File: config.mk
export PLATFORM = sky130hd
export DESIGN_NAME = tstamp_align
export DESIGN_NICKNAME = d
export VERILOG_FILES = /design/src/rtl/tsa_pkg.sv /design/src/rtl/tsa_cmd_decode.sv /design/src/rtl/tsa_regbank.sv /design/src/rtl/tsa_sync_delay.sv /design/src/rtl/tsa_counter.sv /design/src/rtl/tstamp_align.sv
export SDC_FILE = /design/constraint.sdc
export NUM_CORES = 1
export LEC_CHECK = 0
export BUFFER_PORTS_ARGS = -buffer_cell sky130_fd_sc_hd__buf_4
export CORE_AREA = 8 8 185 187
export DETAILED_ROUTE_END_ITERATION = 12
export DIE_AREA = 0 0 193 195
export SLEW_MARGIN = 10
export SYNTH_ARGS = -nofsm -noshare
export SYNTH_HDL_FRONTEND = slang
export SYNTH_SLANG_ARGS = --single-unit
File: constraint.sdc
create_clock -name clk -period 4.55 [get_ports clk]
set_input_delay 0.6825 -clock clk [delete_from_list [all_inputs] [get_ports clk]]
set_output_delay 0.6825 -clock clk [all_outputs]
set_load 0.02 [all_outputs]
File: src/rtl/tsa_pkg.sv
package tsa_pkg;

    localparam int OP_W      = 8;
    localparam int PAYLOAD_W = 64;
    localparam int ADDR_LSB  = 32;
    localparam int ADDR_W    = 8;
    localparam int DATA_W    = 32;

    typedef enum logic [OP_W-1:0] {
        OP_PRESET = 8'h01,
        OP_VERIFY = 8'h02,
        OP_REGWR  = 8'h03
    } tsa_op_e;

    typedef struct packed {
        logic                 preset;
        logic                 verify;
        logic                 regwr;
        logic [ADDR_W-1:0]    addr;
        logic [DATA_W-1:0]    data;
        logic [PAYLOAD_W-1:0] value;
    } tsa_cmd_t;

    function automatic tsa_cmd_t decode_cmd(input logic            vld,
                                            input logic [OP_W-1:0] op,
                                            input logic [PAYLOAD_W-1:0] pl);
        tsa_cmd_t c;
        c.preset = 1'b0;
        c.verify = 1'b0;
        c.regwr  = 1'b0;
        c.addr   = pl[ADDR_LSB +: ADDR_W];
        c.data   = pl[DATA_W-1:0];
        c.value  = pl;
        if (vld) begin
            case (tsa_op_e'(op))
                OP_PRESET: c.preset = 1'b1;
                OP_VERIFY: c.verify = 1'b1;
                OP_REGWR:  c.regwr  = 1'b1;
                default:   ;
            endcase
        end
        return c;
    endfunction

endpackage

File: src/rtl/tsa_cmd_decode.sv
module tsa_cmd_decode
    import tsa_pkg::*;
(
    input  logic                 cmd_valid,
    input  logic [OP_W-1:0]      cmd_op,
    input  logic [PAYLOAD_W-1:0] cmd_payload,
    output tsa_cmd_t             cmd
);
    always_comb cmd = decode_cmd(cmd_valid, cmd_op, cmd_payload);
endmodule

File: src/rtl/tsa_regbank.sv
module tsa_regbank
    import tsa_pkg::*;
#(
    parameter int NREG  = 4,
    parameter int DLY_W = 8
) (
    input  logic                   clk,
    input  logic                   rst,
    input  logic                   wr_en,
    input  logic [ADDR_W-1:0]      wr_addr,
    input  logic [DATA_W-1:0]      wr_data,
    output logic [NREG*DATA_W-1:0] bank,
    output logic [DLY_W-1:0]       sync_dly
);
    for (genvar gi = 0; gi < NREG; gi++) begin : g_reg
        localparam logic [ADDR_W-1:0] IDX = ADDR_W'(gi);
        logic [DATA_W-1:0] r_q;
        always_ff @(posedge clk) begin
            if (rst) begin
                r_q <= '0;
            end else if (wr_en && wr_addr == IDX) begin
                r_q <= wr_data;
            end
        end
        assign bank[gi*DATA_W +: DATA_W] = r_q;
    end

    assign sync_dly = bank[DLY_W-1:0];
endmodule

File: src/rtl/tsa_sync_delay.sv
module tsa_sync_delay #(
    parameter int DLY_W = 8
) (
    input  logic             clk,
    input  logic             rst,
    input  logic             sync_in,
    input  logic [DLY_W-1:0] dly,
    output logic             fire
);
    logic             armed;
    logic [DLY_W-1:0] remain;
    logic             fire_q;

    always_ff @(posedge clk) begin
        if (rst) begin
            armed  <= 1'b0;
            remain <= '0;
            fire_q <= 1'b0;
        end else begin
            fire_q <= 1'b0;
            if (armed) begin
                remain <= remain - 1'b1;
                if (remain == DLY_W'(1)) begin
                    fire_q <= 1'b1;
                    armed  <= 1'b0;
                end
            end else if (sync_in) begin
                if (dly == '0) begin
                    fire_q <= 1'b1;
                end else begin
                    armed  <= 1'b1;
                    remain <= dly;
                end
            end
        end
    end

    assign fire = fire_q;
endmodule

File: src/rtl/tsa_counter.sv
module tsa_counter
    import tsa_pkg::*;
#(
    parameter int ERR_W = 8
) (
    input  logic                 clk,
    input  logic                 rst,
    input  logic                 preset,
    input  logic                 verify,
    input  logic [PAYLOAD_W-1:0] value,
    input  logic                 fire,
    output logic [PAYLOAD_W-1:0] count,
    output logic                 running,
    output logic                 pend_q,
    output logic [PAYLOAD_W-1:0] pend_val,
    output logic                 mismatch,
    output logic [ERR_W-1:0]     err_cnt
);
    logic load;
    logic orphan;

    assign load   = fire && pend_q;
    assign orphan = fire && !pend_q;

    always_ff @(posedge clk) begin
        if (rst) begin
            count    <= '0;
            running  <= 1'b0;
            pend_q   <= 1'b0;
            pend_val <= '0;
            mismatch <= 1'b0;
            err_cnt  <= '0;
        end else begin
            if (preset) begin
                pend_q   <= 1'b1;
                pend_val <= value;
            end else if (load) begin
                pend_q   <= 1'b0;
            end

            if (load) begin
                count   <= pend_val;
                running <= 1'b1;
            end else if (running) begin
                count   <= count + 1'b1;
            end

            if (load) begin
                mismatch <= 1'b0;
            end else if (verify && value != count) begin
                mismatch <= 1'b1;
            end

            if (orphan && err_cnt != '1) begin
                err_cnt <= err_cnt + 1'b1;
            end
        end
    end
endmodule

File: src/rtl/tstamp_align.sv
module tstamp_align
    import tsa_pkg::*;
#(
    parameter int NREG  = 4,
    parameter int DLY_W = 8,
    parameter int ERR_W = 8
) (
    input  logic                   clk,
    input  logic                   rst,
    input  logic                   cmd_valid,
    input  logic [OP_W-1:0]        cmd_op,
    input  logic [PAYLOAD_W-1:0]   cmd_payload,
    input  logic                   sync_in,
    output logic [PAYLOAD_W-1:0]   count,
    output logic                   running,
    output logic                   preset_pending,
    output logic                   mismatch,
    output logic [ERR_W-1:0]       sync_err_cnt,
    output logic [NREG*DATA_W-1:0] ctrl_bank
);
    tsa_cmd_t             cmd;
    logic [DLY_W-1:0]     sync_dly;
    logic                 sync_fire;
    logic                 pend_q;
    logic [PAYLOAD_W-1:0] pend_val;

    tsa_cmd_decode i_dec (
        .cmd_valid   (cmd_valid),
        .cmd_op      (cmd_op),
        .cmd_payload (cmd_payload),
        .cmd         (cmd)
    );

    tsa_regbank #(.NREG(NREG), .DLY_W(DLY_W)) i_regs (
        .clk      (clk),
        .rst      (rst),
        .wr_en    (cmd.regwr),
        .wr_addr  (cmd.addr),
        .wr_data  (cmd.data),
        .bank     (ctrl_bank),
        .sync_dly (sync_dly)
    );

    tsa_sync_delay #(.DLY_W(DLY_W)) i_dly (
        .clk     (clk),
        .rst     (rst),
        .sync_in (sync_in),
        .dly     (sync_dly),
        .fire    (sync_fire)
    );

    tsa_counter #(.ERR_W(ERR_W)) i_cnt (
        .clk      (clk),
        .rst      (rst),
        .preset   (cmd.preset),
        .verify   (cmd.verify),
        .value    (cmd.value),
        .fire     (sync_fire),
        .count    (count),
        .running  (running),
        .pend_q   (pend_q),
        .pend_val (pend_val),
        .mismatch (mismatch),
        .err_cnt  (sync_err_cnt)
    );

    assign preset_pending = pend_q;
endmodule

### Word-level counts from Yosys, hierarchy flattened

Index checks and enable logic that the tools add are counted.

| word-level totals | value |
|---|---|
| bits in registers | 277 |
| input port bits | 76 |
| output and inout port bits | 203 |
| word-level logic and storage cells | 61 |

| operators by class | value |
|---|---|
| $add $sub $neg | 3 |
| equal/unequal tests | 10 |
| multiplexer cells | 19 |
| reductions and logical operators | 16 |

Operators with widths:

| operator | number |
|---|---|
| $mux W64 | 2 |
| $add A64 B1 Y64 const B | 1 |
| $ne A64 B64 Y1 | 1 |
| $eq A8 B2 Y1 const B | 4 |
| $eq A8 B1 Y1 const B | 3 |
| $mux W8 | 3 |
| $logic_not A8 Y1 | 2 |
| $mux W1 | 13 |
| $add A8 B1 Y8 const B | 1 |
| $logic_and A1 B1 Y1 | 8 |
| $ne A8 B8 Y1 const B | 1 |
| $sub A8 B1 Y8 const B | 1 |
| $reduce_bool A2 Y1 | 3 |
| $mux W3 | 1 |
| $ne A2 B1 Y1 const B | 1 |
| $reduce_and A2 Y1 | 1 |
| $reduce_or A2 Y1 | 1 |
| $logic_not A1 Y1 | 1 |

### Longest topological paths before layout

Gate-level depths: netlist (run 1).

| logic depth | value |
|---|---|
| word-level depth | 4 |
| mapped depth | 8 |
| gate-level depth less buffers | 7 |

### By module

A second synthesis (run 1) with hierarchy kept.

| second synthesis, totals | value |
|---|---|
| cell total of the unflattened synthesis | 1509 |
| area, all modules | 14093.5 um2 |

By module, submodules not included:

| module | instances | cells each | area each (um2) | sequential area each (um2) |
|---|---|---|---|---|
| tsa_counter | 1 | 865 | 7365.8 | 2782.7 |
| tsa_regbank | 1 | 460 | 5215.0 | 2562.5 |
| tsa_cmd_decode | 1 | 111 | 838.3 | 0.0 |
| tsa_sync_delay | 1 | 73 | 674.4 | 200.2 |

### Least setup slack after synthesis (run 1)

OpenSTA, ideal clock, no wires.

| path | value |
|---|---|
| path kind | reg-to-reg |
| start point | register i_cnt.count[4] |
| end point | register i_cnt.count[56] |
| library setup time | 91 ps |
| arrival time | 2759 ps |
| data required time | 4459 ps |
| setup slack | 1701 ps |
| cell stages (with the launch flop) | 9 |
| buffers on the path | 3 |
| period minus slack after synthesis | 2849 ps |
| cells stage by stage | dfxtp_1 -> clkbuf_2 -> nand3_2 -> or4_1 -> buf_2 -> or4_1 -> buf_2 -> or4_1 -> a311oi_1 |

| between the ends | value |
|---|---|
| cells in the longest elaborated chain, start to end | 3 |

RTL lines:

| what | line | RTL |
|---|---|---|
| start, declared | tsa_counter.sv:12 | `output logic [PAYLOAD_W-1:0] count,` |
| start signal, assigned | tsa_counter.sv:42 | `count <= pend_val;` |
| start signal, assigned | tsa_counter.sv:45 | `count <= count + 1'b1;` |
| $add A64 B1 Y64 | tsa_counter.sv:45 |  |
| $mux W64 | tsa_counter.sv:44 | `end else if (running) begin` |
| $mux W64 | tsa_counter.sv:41 | `if (load) begin` |

No other way between the ends. The select of a mux whose other input is x is not followed.
A chain may end at the register's enable or synchronous reset.

### Final worst setup path (run 1)

| path | value |
|---|---|
| start point | register i_cnt.count[13] |
| end point | register i_cnt.count[56] |

Same word-level chain as after synthesis.

==> results of run 1 <==
## sequential cells by signal, indices dropped and copies added, names as in the netlist
signal	count
i_regs.g.r_q	128
i_cnt.count	64
i_cnt.pend_val	64
i_cnt.err_cnt	8
i_dly.remain	8
i_cnt.mismatch	1
i_cnt.pend_q	1
i_cnt.running	1
i_dly.armed	1
i_dly.fire	1
## worst reg2reg max path, cell delays in order, from the launching register on
cell	delay [ns]
dfxtp_1	0.48
nand2_1	0.23
or4_1	0.50
buf_4	0.22
or4_1	0.68
or4_1	0.54
a311oi_1	0.25
## metal layers
layer  part of all wire [%]  up-vias  GRT usage [%]
met4                    2.7        0           6.61
met3                     10       76           7.50
li1                       -     5948              -
met2                     44      525           37.8
met5                      0        -              0
met1                     43     5890           32.4
## cell families after synthesis
logic type	after synthesis	synth area share, %
simple gates	771	28.8
compound gates	314	14.7
flops	277	44.9
buf+inv	123	3.80
xor+xnor	104	7.37
fa+ha+maj	4	0.405
mux	1	0.0810
## cell type report
class	instances	area share [%]
clock buffers	42	5.44
clock inverters	14	1.11
inverters	11	0.263
multi-input cells	1194	40.6
flip-flops and latches	277	35.3
well taps	402	3.20
repair buffers	294	14.2
## how the worst min path moves through the flow
stage | end | cells after the start
6_report | i_cnt.pend_val[58] | 3
5_1_grt | i_cnt.pend_val[52] | 3
4_1_cts | i_regs.g_reg[1].r_q[18] | 3
3_5_place_dp | i_regs.g_reg[1].r_q[16] | 2
3_3_place_gp | i_regs.g_reg[0].r_q[21] | 2
2_1_floorplan | i_cnt.pend_val[63] | 2
## layout by cell type (no fill, tap or decap), drive strengths merged, types with 19 or more instances in the layout
cell type | Yosys | layout
dfxtp | 277 | 277
and3 | 19 | 19
xor2 | 56 | 56
nor4 | 46 | 46
a211oi | 49 | 49
nor2 | 84 | 84
nand2 | 431 | 431
nand4 | 44 | 44
xnor2 | 48 | 48
clkbuf | 106 | 43
a21oi | 216 | 216
nor3 | 29 | 29
buf | 6 | 293
nand3 | 42 | 42
and4 | 24 | 24
## power breakdown
| group | total [mW] | leakage, nW | internal [mW] | switching, mW |
|---|---|---|---|---|
| clock network | 2.53 | 0.505 | 1.49 | 1.05 |
| logic | 0.217 | 3.08 | 0.0711 | 0.146 |
| registers | 2.43 | 2.23 | 2.43 | 0.00343 |
==> results.cfg, run 1 <==
[synthesis]
post_synth_instance_area_um2 = 12400
synth.distinct_cells = 51
synth_top_cells_by_area = dfxtp_1 (45%), nand2_1 (13%), a21oi_1 (8.7%), xor2_1 (4.0%), xnor2_1 (3.4%)
syn_avg_cell_area_um2 = 7.75
post_synth_inst_count = 1594
postSynthNetCount = 1674
synth.ff_latch_count = 277
synth_seq_area_share_pct = 44.9
synth_largest_type_area_fraction_pct = 44.9
synthFlopType = dfxtp_1
synth.most_common_cell = nand2_1
yosysWarningCount = 0
synthArstFlopShare_pct = 0
yosysTopAreaCell = dfxtp_1
number_of_synthesized_flops_with_an_enable_pin = 0
synth_common_cells = nand2_1 (431), dfxtp_1 (277), a21oi_1 (216)

[setup_path]
critical_path_buf_inv_count = 1
most_used_cell_along_the_critical_path = or4_1
worst-endpoint-required_ns = 5.01
cp_depth = 6
regToRegStartpoint = i_cnt.count[13]
worst_setup_path_endpoint = i_cnt.count[56]
worst_path_dominant_cell_family = simple AND/OR/NAND/NOR gates
crit_path_max_fanout = 17
critPathLaunchType = flop
reg2reg_setup_slack_ns = 1.53
cp_cell_sequence = nand2_1, or4_1, buf_4, or4_1, or4_1, a311oi_1
crit_path_end_kind = flop
critical_path.startpoint = i_cnt.count[13]
timing.rr.end = i_cnt.count[56]
cp_slowest_cell = or4_1
worst_r2r_path_depth = 6
crit_path_dat_ns = 3.48
critical_path.max_stage_delay_ns = 0.68
critical_path_class = reg -> reg

[grt]
grt_start_max_net_pins = 175
number_of_antenna_violations_at_the_first_check_in_global_routing = 0
grt_usage_pct = 24.4
gr_ovfl_total = 0
first_global_vias = 12000
global_route_wire_length_before_repair_um = 72700

[timing]
portion_of_the_clock_cycle_consumed_by_the_worst_path_in_the_final_layout_pct = 66.4
final_hold_viol_count = 0
post-route-min-period_ns = 3.02
hold-worst-slack_ns = 0.386
setup_failing_eps_final = 0
timing.final.ws_setup_ns = 1.53
finalMaxSlewViolations = 0
rsz0062_at_grt = no
slew_headroom_pct = 18.6
timing.fmax_mhz = 331
worst_clock_skew_ns = 0.0251
worstMarginPinSlew_ns = 1.21
summed_negative_setup_slack_over_all_endpoints_ns = 0

[floorplanning]
io_pins = 279
num_rows = 65
floorplan.die.height_um = 195
die_width_um = 193
initial_core_util_pct = 39.6
fp.coreArea_um2 = 31200
fp.dieArea_um2 = 37600

[route]
detail_route.wirelength_um = 47700
drt_initial_violations = 1176
drt-pass1-iter-count = 5
ant_nets = 0
vias = 12400
post_drt_wl_per_cell_um = 21.3
drc = 0
route.detailed.vias_per_inst = 5.57

[clock_network]
postCtsSetupBuffers = 0
cts_inserted_buffers = 30
cts_max_path_buffers = 3
cts_resized = 0
cts.htree.levels = 1
clock_latency_late_sink_ns = 0.58
tritoncts = done
cts.sinks = 277
clock_pin_slew_on_the_worst_setup_and_hold_paths_ns = 0.06
cts-root-buf = clkbuf_16
cts-hold-fix-buffers = 0

[hold_path]
min_path_type = in -> reg
hold_path.startpoint = cmd_payload[58]

[power_and_ir_drop]
p_leak_nw = 5.82
post-layout-total-power_mw = 5.18
powerDensity_nw_per_um2 = 329
vdd.ir_drop.worst_mv = 0.260

[outcome]
status = finished clean

[layout]
number_of_nets_in_the_layout = 1888
n_fill_cell = 3060
final_design_instance_area_without_fill_um2 = 15700
drive_gt1_share_pct = 19.4
area_occupied_by_multi_input_gates_um2 = 6380
fin_cells = 2234
fin_util_pct = 50.4
syn_to_final_growth_pct = 27.3
insertedDiodeCount = 0
register_area_um2 = 5550

[placed_design]
place.port_buffers = 278
dpl-instance-area_um2 = 14700
replace_congestion = 0.940
dpl.hpwl_um = 33400
placed_cells_incl_taps = 2178
dp_worst_setup_slack_ns = 1.59

[flow_run]
drv.max_cap_violation_count = 0
(Power assumes the default switching activity.)
==> run 2, diff against run 1 <==
- clock period: 4.55 -> 2.4 ns (I/O delays scaled with it)
==> run 2 against run 1 <==
Global-route usage up 0.81 points; non-clock buffer count grew 83; combinational power grew 91%; sequential share of layout area down 1.6 points; sequential power increased by 90%; power up 90%; setup slack got worse by 1.5 ns; critical endpoint is now i_cnt.count[60].
==> results.cfg, run 2 (synthesis results as in run 1) <==
[layout]
fin_util_pct = 53.0
syn_to_final_growth_pct = 33.9
largest_register_ffs = 128
drive_gt1_share_pct = 23.9
mostFrequentLayoutCell = nand2_1
mostFrequentLayoutCells = nand2_1 (430), buf_4 (364), dfxtp_1 (266)
biggestRegsByFlops = i_regs.g.r_q: 128 flops, i_cnt.count: 64 flops, i_cnt.pend_val: 64 flops
fin_cells = 2319
number_of_nets_in_the_layout = 1972
largest-register = i_regs.g.r_q
insertedDiodeCount = 0

[setup_path]
critical_path.max_stage_delay_ns = 0.56
critical_path_class = reg -> reg
most_used_cell_along_the_critical_path = or4_4
cp_cell_sequence = nand3_1, or4_4, or4_4, or4_1, a311oi_2
cp_slowest_cell = or4_4
critPathLaunchType = flop
crit_path_max_fanout = 8
crit_path_dat_ns = 2.81
worst-endpoint-required_ns = 2.88
crit_path_end_kind = flop

[clock_network]
clock_latency_late_sink_ns = 0.58
tritoncts = done
cts-hold-fix-buffers = 0
cts.htree.levels = 1
cts_max_path_buffers = 3
cts-root-buf = clkbuf_16
cts_inserted_buffers = 31
clock_pin_slew_on_the_worst_setup_and_hold_paths_ns = 0.06
cts.sinks = 277

[grt]
grt_usage_pct = 25.2
use_met3_pct = 7.31
grtUsageMet1_pct = 32.6
groute.layer.met2.usage_pct = 40.6
grt-busiest-layer = met2
number_of_antenna_violations_at_the_first_check_in_global_routing = 0
grt_start_max_net_pins = 105
gr_ovfl_total = 0
first_global_vias = 12500
global_route_wire_length_before_repair_um = 74900

[floorplanning]
num_rows = 65
floorplan.die.height_um = 195
fp.coreArea_um2 = 31200
fp.dieArea_um2 = 37600
die_width_um = 193
io_pins = 279
initial_core_util_pct = 39.6

[timing]
slew_headroom_pct = 50.8
setup_failing_eps_final = 0
rsz0062_at_grt = no
post-route-min-period_ns = 2.33
timing.fmax_mhz = 430
finalMaxSlewViolations = 0
final_hold_viol_count = 0
worstMarginPinSlew_ns = 0.728
worst_clock_skew_ns = 0.0124
portion_of_the_clock_cycle_consumed_by_the_worst_path_in_the_final_layout_pct = 97.0

[power_and_ir_drop]
powerDensity_nw_per_um2 = 596
vdd.ir_drop.worst_mv = 0.534
p_leak_nw = 6.32

[route]
drt-pass1-iter-count = 5
drt_initial_violations = 993
post_drt_wl_per_cell_um = 21.2
drc = 0
vias = 12900
route.detailed.vias_per_inst = 5.54
detail_route.wirelength_um = 49100
ant_nets = 0

[placed_design]
dpl.hpwl_um = 35500
replace_congestion = 0.936
place.port_buffers = 278
placed_cells_incl_taps = 2261

[flow_run]
drv.max_cap_violation_count = 0

[hold_path]
min_path_type = in -> reg

[outcome]
status = finished clean
==> run 2: cell count changes in the layout (fill, tap and decap cells not counted), sizes merged <==
cell and delta:
bufinv -1, clkinvlp +2, clkinv +1, inv +1, clkbuf -1, buf +83
==> run 2: path summary, 6_finish.rpt <==
kind                            slack, ns                      end  depth (start not counted)                    start
worst max-delay path                 0.07          i_cnt.count[60]                          5           i_cnt.count[7]
worst min-delay path                 0.05       i_cnt.pend_val[41]                          3          cmd_payload[41]
worst max register to register       0.07          i_cnt.count[60]                          5           i_cnt.count[7]
worst min register to register       0.45  i_regs.g_reg[1].r_q[31]                          2  i_regs.g_reg[1].r_q[31]
==> run 2: power breakdown <==
part	leakage [nW]	switching, mW	internal (mW)	total (mW)
sequential	2.24	0.00660	4.60	4.61
clock	0.514	2.03	2.81	4.84
combinational	3.57	0.274	0.141	0.415
total	6.32	2.31	7.55	9.86
==> run 2: worst max-delay path, delay by kind of cell, from the launching register on <==
family	cells	cell delay, ns
AND/OR/NAND/NOR	4	1.60
flip-flops	1	0.38
AO/OA/AOI/OAI	1	0.27
==> run 2: final cells by class <==
type | instances | area [µm²]
well taps | 402 | 503
flip-flops and latches | 277 | 5560
inverters | 11 | 41.3
fillers | 2986 | 14700
clock buffers | 41 | 883
multi-input cells | 1194 | 6410
repair buffers | 377 | 2990
clock inverters | 17 | 160
==> run 2: per-layer routing <==
layer / vias to the layer above / wire length, µm
met5: - / 0
met4: 0 / 1350
met3: 82 / 4870
met2: 542 / 22300
met1: 6109 / 20600
li1: 6122 / -
==> run 2: timing repair <==
| action | 4_1_cts | 5_1_grt |
|---|---|---|
| setup endpoints to repair | 0 | 1 |
| resized for setup | 0 | 1 |
| setup buffers | 0 | 0 |
==> run 2: stage by stage <==
step | instance area, µm² | power, mW | hold WS (ns) | worst slack [ns] | setup TNS [ns]
6_report | 16500 | 9.86 | 0.0456 | 0.0724 | 0
3_3_place_gp | 15500 | 5.12 | 0.439 | 0.130 | 0
5_1_grt | 16500 | 10.1 | 0.0417 | 0.00140 | 0
2_1_floorplan | 12400 | 4.84 | 0.434 | -0.0844 | -0.169
3_5_place_dp | 15500 | 5.12 | 0.444 | 0.0815 | 0
4_1_cts | 16500 | 9.95 | 0.0271 | 0.0626 | 0
